`src/rtl/smi_neg_pkg.sv`:
```
package smi_neg_pkg;
  localparam int FEAT_W = 64;
  localparam int ADDR_W = 4;
  typedef logic [FEAT_W-1:0] feat_t;

  localparam logic [ADDR_W-1:0] A_TRIGGER = 4'd8;
  localparam logic [ADDR_W-1:0] A_APMCTL  = 4'd9;
  localparam logic [ADDR_W-1:0] A_SMIEN   = 4'd10;
  localparam logic [ADDR_W-1:0] A_PMCTL   = 4'd11;

  localparam logic [7:0] CODE_ACPI_ON  = 8'hE1;
  localparam logic [7:0] CODE_ACPI_OFF = 8'h1E;
  localparam int APMC_BIT      = 5;
  localparam int LOCK_BIT      = 4;
  localparam int BROADCAST_BIT = 0;

  // a request is acceptable when it asks for nothing the host lacks
  function automatic logic within_host(feat_t req, feat_t host);
    return (req & ~host) == '0;
  endfunction

  // delivery mask: everyone on broadcast, else the writer only
  function automatic logic [3:0] smi_targets(logic bcast, logic [1:0] cpu, int n);
    logic [3:0] m;
    m = '0;
    for (int i = 0; i < 4; i++)
      if (i < n && (bcast || cpu == i[1:0])) m[i] = 1'b1;
    return m;
  endfunction
endpackage

```
`src/rtl/smi_feat_regs.sv`:
```
module smi_feat_regs
  import smi_neg_pkg::*;
#(
  parameter feat_t HOST_FEATURES = 64'h1
) (
  input  logic              clk,
  input  logic              rst_n,
  input  logic              wr_en,
  input  logic [ADDR_W-1:0] wr_addr,
  input  logic [7:0]        wr_data,
  output feat_t             req_q,
  output feat_t             neg_q,
  output logic              done_q
);
  localparam int NBYTES = FEAT_W / 8;

  logic trig_evt, trig_accept, trig_reject;
  assign trig_evt    = wr_en && wr_addr == A_TRIGGER && !done_q;
  assign trig_accept = trig_evt && within_host(req_q, HOST_FEATURES);
  assign trig_reject = trig_evt && !within_host(req_q, HOST_FEATURES);

  for (genvar k = 0; k < NBYTES; k++) begin : g_byte
    always_ff @(posedge clk or negedge rst_n) begin
      if (!rst_n) req_q[8*k +: 8] <= '0;
      else if (wr_en && wr_addr == ADDR_W'(k)) req_q[8*k +: 8] <= wr_data;
    end
  end

  always_ff @(posedge clk or negedge rst_n) begin
    if (!rst_n) begin
      neg_q  <= '0;
      done_q <= 1'b0;
    end else if (trig_accept) begin
      neg_q  <= req_q;
      done_q <= 1'b1;
    end
  end

  assert_done_sticky_R5: assert property (@(posedge clk) disable iff (!rst_n)
    done_q |=> done_q);
  assert_neg_frozen_R5: assert property (@(posedge clk) disable iff (!rst_n)
    done_q |=> $stable(neg_q));
  assert_neg_in_host_R4: assert property (@(posedge clk) disable iff (!rst_n)
    (neg_q & ~HOST_FEATURES) == '0);
  assert_reject_no_latch_R4: assert property (@(posedge clk) disable iff (!rst_n)
    trig_reject |=> !done_q && neg_q == '0);
  assert_accept_latch_R3: assert property (@(posedge clk) disable iff (!rst_n)
    trig_accept |=> done_q && neg_q == $past(req_q));
endmodule

```
`src/rtl/smi_en_ctrl.sv`:
```
module smi_en_ctrl
  import smi_neg_pkg::*;
(
  input  logic              clk,
  input  logic              rst_n,
  input  logic              wr_en,
  input  logic [ADDR_W-1:0] wr_addr,
  input  logic [7:0]        wr_data,
  output logic [7:0]        en_q,
  output logic              lock_q
);
  logic en_wr, pm_wr;
  logic [7:0] en_wmask;
  assign en_wr    = wr_en && wr_addr == A_SMIEN;
  assign pm_wr    = wr_en && wr_addr == A_PMCTL;
  assign en_wmask = lock_q ? 8'hFE : 8'hFF;

  always_ff @(posedge clk or negedge rst_n) begin
    if (!rst_n) begin
      en_q   <= '0;
      lock_q <= 1'b0;
    end else begin
      if (en_wr) en_q <= (wr_data & en_wmask) | (en_q & ~en_wmask);
      if (pm_wr && wr_data[LOCK_BIT]) lock_q <= 1'b1;
    end
  end

  assert_lock_sticky_R9: assert property (@(posedge clk) disable iff (!rst_n)
    lock_q |=> lock_q);
  assert_bit0_frozen_R9: assert property (@(posedge clk) disable iff (!rst_n)
    lock_q |=> $stable(en_q[0]));
endmodule

```
`src/rtl/smi_apm_gen.sv`:
```
module smi_apm_gen
  import smi_neg_pkg::*;
#(
  parameter int NUM_CPUS = 4
) (
  input  logic              clk,
  input  logic              rst_n,
  input  logic              wr_en,
  input  logic [ADDR_W-1:0] wr_addr,
  input  logic [7:0]        wr_data,
  input  logic [1:0]        wr_cpu,
  input  logic              apmc_en,
  input  logic              bcast,
  output logic [3:0]        smi_q,
  output logic              on_q,
  output logic              off_q
);
  logic apm_wr, is_on, is_off, smi_evt;
  assign apm_wr  = wr_en && wr_addr == A_APMCTL;
  assign is_on   = apm_wr && wr_data == CODE_ACPI_ON;
  assign is_off  = apm_wr && wr_data == CODE_ACPI_OFF;
  assign smi_evt = apm_wr && !is_on && !is_off && apmc_en;

  always_ff @(posedge clk or negedge rst_n) begin
    if (!rst_n) begin
      smi_q <= '0;
      on_q  <= 1'b0;
      off_q <= 1'b0;
    end else begin
      smi_q <= smi_evt ? smi_targets(bcast, wr_cpu, NUM_CPUS) : 4'b0;
      on_q  <= is_on;
      off_q <= is_off;
    end
  end

  assert_acpi_no_smi_R6: assert property (@(posedge clk) disable iff (!rst_n)
    (on_q || off_q) |-> smi_q == '0);
  assert_unicast_R8: assert property (@(posedge clk) disable iff (!rst_n)
    smi_evt && !bcast |=> $onehot0(smi_q));
  assert_gated_R7: assert property (@(posedge clk) disable iff (!rst_n)
    (apm_wr && !apmc_en) |=> smi_q == '0);
endmodule

```
`src/rtl/smi_negotiator.sv`:
```
module smi_negotiator
  import smi_neg_pkg::*;
#(
  parameter int    NUM_CPUS      = 4,
  parameter feat_t HOST_FEATURES = 64'h1
) (
  input  logic        clk,
  input  logic        rst_n,
  input  logic        wr_en,
  input  logic [3:0]  wr_addr,
  input  logic [7:0]  wr_data,
  input  logic [1:0]  wr_cpu,
  output logic [63:0] req_features,
  output logic [63:0] neg_features,
  output logic        feat_done,
  output logic [7:0]  smi_enable,
  output logic        smi_lock,
  output logic [3:0]  smi_req,
  output logic        acpi_on_pulse,
  output logic        acpi_off_pulse
);
  smi_feat_regs #(.HOST_FEATURES(HOST_FEATURES)) u_feat (
    .clk(clk), .rst_n(rst_n), .wr_en(wr_en), .wr_addr(wr_addr),
    .wr_data(wr_data), .req_q(req_features), .neg_q(neg_features),
    .done_q(feat_done));

  smi_en_ctrl u_en (
    .clk(clk), .rst_n(rst_n), .wr_en(wr_en), .wr_addr(wr_addr),
    .wr_data(wr_data), .en_q(smi_enable), .lock_q(smi_lock));

  smi_apm_gen #(.NUM_CPUS(NUM_CPUS)) u_apm (
    .clk(clk), .rst_n(rst_n), .wr_en(wr_en), .wr_addr(wr_addr),
    .wr_data(wr_data), .wr_cpu(wr_cpu), .apmc_en(smi_enable[APMC_BIT]),
    .bcast(neg_features[BROADCAST_BIT]), .smi_q(smi_req),
    .on_q(acpi_on_pulse), .off_q(acpi_off_pulse));

  assert_pulse_R10: assert property (@(posedge clk) disable iff (!rst_n)
    !$past(wr_en) |-> smi_req == '0 && !acpi_on_pulse && !acpi_off_pulse);
endmodule

```
`config.mk`:
```
export PLATFORM = sky130hd
export DESIGN_NAME = smi_negotiator
export DESIGN_NICKNAME = d
export VERILOG_FILES = /design/src/rtl/smi_neg_pkg.sv /design/src/rtl/smi_feat_regs.sv /design/src/rtl/smi_en_ctrl.sv /design/src/rtl/smi_apm_gen.sv /design/src/rtl/smi_negotiator.sv
export SDC_FILE = /design/constraint.sdc
export NUM_CORES = 1
export LEC_CHECK = 0
export BUFFER_PORTS_ARGS = -buffer_cell sky130_fd_sc_hd__buf_2
export CAP_MARGIN = 10
export CORE_MARGIN = 2
export CORE_UTILIZATION = 45
export DETAILED_ROUTE_END_ITERATION = 10
export GPL_TIMING_DRIVEN = 0
export HOLD_SLACK_MARGIN = 0.06
export PLACE_DENSITY_LB_ADDON = 0.15
export SLEW_MARGIN = 20
export SYNTH_ARGS = -nofsm -noshare
export SYNTH_HDL_FRONTEND = slang
export SYNTH_HIERARCHICAL = 1
export SYNTH_SLANG_ARGS = --single-unit
```
`constraint.sdc`:
```
create_clock -name clk -period 3.5 [get_ports clk]
set_input_delay 0.7 -clock clk [delete_from_list [all_inputs] [get_ports clk]]
set_output_delay 0.7 -clock clk [all_outputs]
set_load 0.02 [all_outputs]
```
======== After elaboration in Yosys (flattened, before gate mapping) ========
Index checks and enable logic that the tools add are counted.
cells by class
  equality and inequality tests ........... 16
  mux-type cells .......................... 6
  bitwise gates (word level) .............. 4
  reductions and logical operators ........ 30
operator list
  cell                number
  $logic_not 64->1    1
  $logic_and 1x1->1   20
  $and 8x8->8         2
  $eq 4x3->1 const B  4
  $eq 4x4->1 const B  4
  $eq 4x2->1 const B  2
  $eq 8x5->1 const B  1
  $eq 8x8->1 const B  1
  $not 8->8           1
  $or 8x8->8          1
  $mux 1              5
  $eq 2x2->1 const B  2
  $eq 4x1->1 const B  1
  $logic_not 4->1     1
  $logic_or 1x1->1    4
  $mux 4              1
  $logic_not 1->1     3
  $eq 2x1->1 const B  1
  $logic_not 2->1     1
word-level totals
  register bits after elaboration ......... 144
  input bits .............................. 17
  output and inout bits ................... 144
  logic and storage cells ................. 71

======== Logic depth before layout (Yosys ltp) ========
Gate-level depths: netlist of the first run.
  word-level depth ........................ 8
  depth in mapped cells ................... 7
  gate-level depth less buffers ........... 5

======== Cells and area by module ========
Netlist of the first run, hierarchy kept.
by module, submodules not included
  module         instances  cells each  area an instance (sq um)  seq. area each (sq um)
  smi_feat_regs  1          304         4732.0                    3228.1
  smi_en_ctrl    1          23          392.9                     225.2
  smi_apm_gen    1          28          316.6                     150.1

======== Worst setup path before layout of the first run ========
OpenSTA, ideal clock, no wires.
  path type ............................... input-to-reg
  start ................................... input wr_addr[3]
  end ..................................... register u_feat.req_q[32]
  setup time .............................. 0.125 ns
  data arrival time ....................... 1.797 ns
  required time ........................... 3.375 ns
  slack ................................... 1.578 ns
  stages on the path ...................... 4
  path buffers ............................ 1
  path through ............................ nand3b_1 -> or3_1 -> buf_4 -> mux2_4
between the ends
  cells in the longest elaborated chain, start to end .. 2
RTL lines
  element                         RTL line              RTL
  start: declaration              smi_negotiator.sv:10  input logic [3:0] wr_addr,
  $eq 4x3->1                      smi_feat_regs.sv:25   else if (wr_en && wr_addr == ADDR_W'(k)) req_q[8*k +: 8] <= wr_data;
  $logic_and 1x1->1               smi_feat_regs.sv:25
  end signal: indexed assignment  smi_feat_regs.sv:25
  end: declaration                smi_feat_regs.sv:11   output feat_t req_q,
No other way between the ends.
A chain may end at the register's enable or synchronous reset.

======== Worst setup path after layout of the first run ========
  start ................................... register u_feat.req_q[23]
  end ..................................... register u_feat.neg_q[26]
between the ends
  cells in the longest elaborated chain, start to end .. 2
RTL lines
  element                 RTL line             RTL
  $logic_not 64->1        smi_neg_pkg.sv:19    return (req & ~host) == '0;
  $logic_and 1x1->1       smi_feat_regs.sv:19  assign trig_accept = trig_evt && within_host(req_q, HOST_FEATURES);
  end signal: assignment  smi_feat_regs.sv:34  neg_q <= req_q;
  end: declaration        smi_feat_regs.sv:12  output feat_t neg_q,
No other way between the ends.

==> impl_metrics.tcl, run 1 <==
set metrics [dict create \
    status "finished, final reports clean" \
    vias_per_cell 5.02 \
    critPathLaunchType "flop" \
    multi_input_area_mm2 0.00174 \
    cts_tree "done" \
    period_minus_slack_ns 2.04 \
    ios 161 \
    rr_worst_depth 7 \
    routedWlPerCell_um 17.7 \
    globalRouteOverflowTotal 0 \
    grt_pass1_wl_mm 19.3 \
    synth_seq_cells 144 \
    cts_buffers 17 \
    ff_latch_area_mm2 0.00360 \
    final_common_cell "buf_2" \
    syn_avg_cell_area_um2 15.3 \
    num_vias 3487 \
    whs_ns 0.184 \
    synth_enable_flop_cells 0 \
    synthFlopType "dfrtp_1" \
    area_growth_pct 31.2 \
    grtUsageMet1 0.282 \
    cts_max_level 4 \
    fin_skew_ns 0.00627 \
    r2r_setup_slack_ns 1.46 \
    ant_nets 0 \
    slew_headroom 0.614 \
    diodes 0 \
    setup_viol_count_final 0 \
    wirelength_mm 12.3 \
    dieArea_mm2 0.0130 \
    rsz0062_at_grt "false" \
    gp_congestion 0.760 \
    powerDensity_mw_per_mm2 678 \
    leakagePower_nw 3.75 \
    grt_pass1_vias 3488 \
    die_y_um 114 \
    netlist.area_leader.share 0.662 \
    cap_violations 0 \
    critPathKind "reg -> reg" \
    synthTopCellsByArea "dfrtp_1 (66%), mux2_2 (12%), and2_1 (7.2%)" \
    clock_path_buffers 2 \
    cts_sinks 144 \
    final_cell_mix "buf_2 (160), dfrtp_1 (144), and2_1 (63), mux2_2 (56), nor4_1 (18)" \
    timing.rr.end "u_feat/neg_q[26]" \
    synth_cell_type_count 33 \
    initial_core_util 0.457 \
    grt_start_max_net_pins 96 \
    fin_util 0.599 \
    drc 0 \
    final_max_slew_viol_count 0 \
    insertion_delay_ns 0.41 \
    met3_usage 0.0515 \
    synth_top_area_cell "dfrtp_1" \
    timing_hold_violations_final 0 \
    syn_inst 355 \
    firstDrtPassIters 4 \
    final_area_mm2 0.00714 \
    endpoint_kind "flop" \
    hold_path.class "in -> async" \
    grt.met2_usage 0.295 \
    track_usage 0.200 \
    r2r_start "u_feat/req_q[23]" \
    setup_ws_ns 1.46 \
    rows 40 \
    fill_cells 1026 \
    yosysWarningCount 6 \
    path_clk_slew_ns 0.05 \
    fin_tns_setup_ns 0 \
    dp.final_hpwl_mm 8.39 \
    max-vdd-ir-drop_mv 0.297 \
    core_mm2 0.0119 \
    grt-busiest-layer "met2" \
    ys_seq_area_frac 0.662 \
    critical_path_arrival_ns 2.34 \
    async_reset_ff_frac 1.00 \
    cts-resized-gates 0 \
    drt_iter0_drc 194 \
    syn-cell-area_mm2 0.00544 \
    tightest_slew_ns 0.578 \
    cts_setup_buffers 0 \
    cp_max_fo 10 \
    post-route-period-util 0.583 \
    hold_buffers 0 \
    drive_gt1_frac 0.516 \
    die_w_um 114 \
    max_freq_ghz 0.490 \
    io_buffers 160 \
    syn_nets 372 \
    root_buffer "clkbuf_16" \
    placed_area_mm2 0.00646 \
    dp_slack_ns 1.23 \
    antenna_found_initial 0 \
    fin_nets 552 \
    crit_required_ns 3.80 \
]
cells in the mapped netlist (3+ instances only):
master,n
and2_1,63
nor2b_1,5
nor4_1,18
nand4_1,4
nand2_1,4
nor2_1,3
dfrtp_1,144
o21ai_0,3
clkbuf_1,3
nand3b_1,3
buf_6,7
mux2_4,16
mux2_2,56
nand2b_1,3
state kept, by name (all words and copies together), names as in the netlist, named ones only:
signal	cells
u_apm/off_q	1
u_apm/on_q	1
u_apm/smi_q	4
u_en/en_q	7
u_en/lock_q	1
u_feat/done_q	1
u_feat/neg_q	64
u_feat/req_q	64
cells by family (layout without fill, tap and decap cells):
family                 count (synthesis)  count (layout)  synth area share
AOI/OAI and AO/OA                      5               5           0.00575
buffers and inverters                 12             205            0.0189
DFF                                  144             144             0.662
muxes                                 73              73             0.162
and+or+nand+nor                      121             121             0.151
worst max path at each step:
| stage | from | end | slack, ns | depth (start not counted) |
|---|---|---|---|---|
| 6_report | u_feat/req_q[23] | u_feat/neg_q[26] | 1.46 | 7 |
| 5_1_grt | u_feat/req_q[33] | u_feat/neg_q[20] | 1.32 | 7 |
| 4_1_cts | u_feat/req_q[2] | u_feat/neg_q[0] | 1.43 | 6 |
| 3_5_place_dp | wr_addr[2] | u_feat/neg_q[0] | 1.23 | 6 |
| 3_3_place_gp | rst_n | u_feat/neg_q[47] | -0.23 | 1 |
| 2_1_floorplan | wr_addr[3] | u_feat/req_q[32] | 1.58 | 4 |
critical path, stage by stage, from the launching register on:
cell,delay [ns]
dfrtp_1,0.40
nor4_1,0.36
nand4_1,0.22
nor3_1,0.23
nand4_1,0.20
buf_6,0.22
buf_6,0.14
and2_1,0.16
metrics by stage:
stage                     total power [mW]  cells
after floorplan                       2.51    355
after global routing                  5.04    695
after global placement                2.84    662
after CTS                             4.90    695
after detailed placement              2.86    663
final                                 4.84    695
area by class of cell:
cell class,instances,share of cell area
Tap cell,147,0.0258
Clock buffer,22,0.0692
Buffer,12,0.0144
Clock inverter,10,0.0251
Sequential cell,144,0.505
Multi-Input combinational cell,199,0.243
Timing Repair Buffer,161,0.117
report_power, final:
| part | leakage [nW] | switching, mW | internal [mW] |
|---|---|---|---|
| Combinational | 1.53 | 0.473 | 0.334 |
| Sequential | 1.89 | 0.151 | 1.86 |
| Clock | 0.336 | 0.658 | 1.36 |
per-layer routing:
layer,part of all wire,vias to the layer above
met3,0.061,20
met1,0.46,1730
met2,0.46,124
met5,0,-
li1,-,1613
met4,0.017,0
Power figures use the tool's default switching activity.
==> run 2: changes to the inputs <==
Clock period 3.5 ns to 1.85 ns, I/O delays scaled along.
==> impl_metrics.tcl, run 2 (synthesis results as in run 1) <==
set metrics [dict create \
    status "complete, but fails checks" \
    violations "setup timing" \
    cp_max_fo 6 \
    rows 40 \
    finalPower_mw 9.22 \
    max_freq_ghz 0.527 \
    firstDrtPassIters 4 \
    drc 0 \
    tightest_slew_ns 0.552 \
    crit_required_ns 2.15 \
    fin_util 0.618 \
    r2r_setup_slack_ns -0.05 \
    cts_sinks 144 \
    initial_core_util 0.457 \
    root_buffer "clkbuf_16" \
    wirelength_mm 12.7 \
    gp_congestion 0.760 \
    whs_ns 0.295 \
    post-route-period-util 1.03 \
    die_w_um 114 \
    cap_violations 0 \
    fin_nets 559 \
    r2r_start "u_feat/req_q[6]" \
    critical_path_arrival_ns 2.20 \
    path_clk_slew_ns 0.06 \
    slew_headroom 0.631 \
    setup_viol_count_final 51 \
    critPathKind "reg -> reg" \
    ant_nets 0 \
    cts_max_level 4 \
    globalRouteOverflowTotal 0 \
    ios 161 \
    clock_path_buffers 2 \
    timing.rr.end "u_feat/neg_q[0]" \
    num_vias 3525 \
    rsz0062_at_grt "true" \
    leakagePower_nw 3.84 \
    routedWlPerCell_um 18.1 \
    endpoint_kind "flop" \
    vias_per_cell 5.02 \
    dp_slack_ns -0.216 \
    powerDensity_mw_per_mm2 1250 \
    cts_tree "done" \
    placedCellCount 663 \
    period_minus_slack_ns 1.90 \
    antenna_found_initial 0 \
    io_buffers 160 \
    setup_ws_ns -0.0478 \
    dp.final_hpwl_mm 8.39 \
    max-vdd-ir-drop_mv 0.565 \
    area_growth_pct 35.2 \
    insertion_delay_ns 0.41 \
    diodes 0 \
    min-delay-start "wr_addr[0]" \
    track_usage 0.205 \
    grt_start_max_net_pins 96 \
    hold_end "u_en/lock_q" \
    drive_gt1_frac 0.586 \
    cts_buffers 17 \
    top_regs "u_feat/neg_q (64), u_feat/req_q (64), u_en/en_q (7)" \
    drt_iter0_drc 227 \
    final_common_cell "buf_2" \
    rr_worst_depth 7 \
    grt_pass1_vias 3580 \
    dieArea_mm2 0.0130 \
    final_cell_mix "buf_2 (160), dfrtp_1 (144), mux2_2 (56), and2_1 (36), and2_4 (27)" \
    final_area_mm2 0.00736 \
    placed_area_mm2 0.00646 \
    final_max_slew_viol_count 0 \
    min_path_cells 2 \
    core_mm2 0.0119 \
    final_cells 702 \
    hold_path.class "in -> reg" \
    fin_skew_ns 0.00599 \
    die_y_um 114 \
    critPathLaunchType "flop" \
    fin_tns_setup_ns -1.40 \
    timing_hold_violations_final 0 \
    grt_pass1_wl_mm 19.9 \
]
## run 2: critical path: stages, from the launching register on
cell and delay (ns):
dfrtp_1 0.40, nor4_2 0.34, nand4_1 0.16, nor3_2 0.19, nand4_1 0.11, buf_6 0.15, buf_12 0.14, mux2_4 0.29
## run 2: area by class of cell
| class | instances | area [µm²] |
|---|---|---|
| fillers | 1008 | 4560 |
| flip-flops and latches | 144 | 3600 |
| multi-input cells | 199 | 1860 |
| repair buffers | 169 | 916 |
| clock buffers | 22 | 494 |
| well taps | 147 | 184 |
| clock inverters | 10 | 179 |
| plain buffers | 11 | 119 |
## run 2: worst max path at each step
stage / start / endpoint / cells after the start
floorplan: u_feat/req_q[37] / u_feat/neg_q[0] / 6
global placement: rst_n / u_feat/neg_q[47] / 1
detailed placement: u_feat/req_q[23] / u_feat/neg_q[0] / 6
CTS: u_feat/req_q[10] / u_feat/neg_q[0] / 7
global route: u_feat/req_q[33] / u_feat/neg_q[36] / 8
finish: u_feat/req_q[6] / u_feat/neg_q[0] / 7
## run 2: what timing repair did
item	4_1_cts	5_1_grt
endpoints found under the hold margin	49	0
buffers inserted	3	2
gates resized for setup	24	31
hold buffers	1	0
pin swaps	7	2
setup endpoints to repair	64	65
gates cloned	1	2
## run 2: report_power, final
group	total, mW	internal [mW]	switching (mW)
clock network	3.81	2.56	1.25
registers	3.85	3.53	0.323
logic	1.55	0.655	0.899
## run 2: routing by layer
metal  share of wire  GRT usage
met4           0.019     0.0927
met1            0.46      0.286
met3           0.058     0.0515
met2            0.46      0.306
met5               0          0
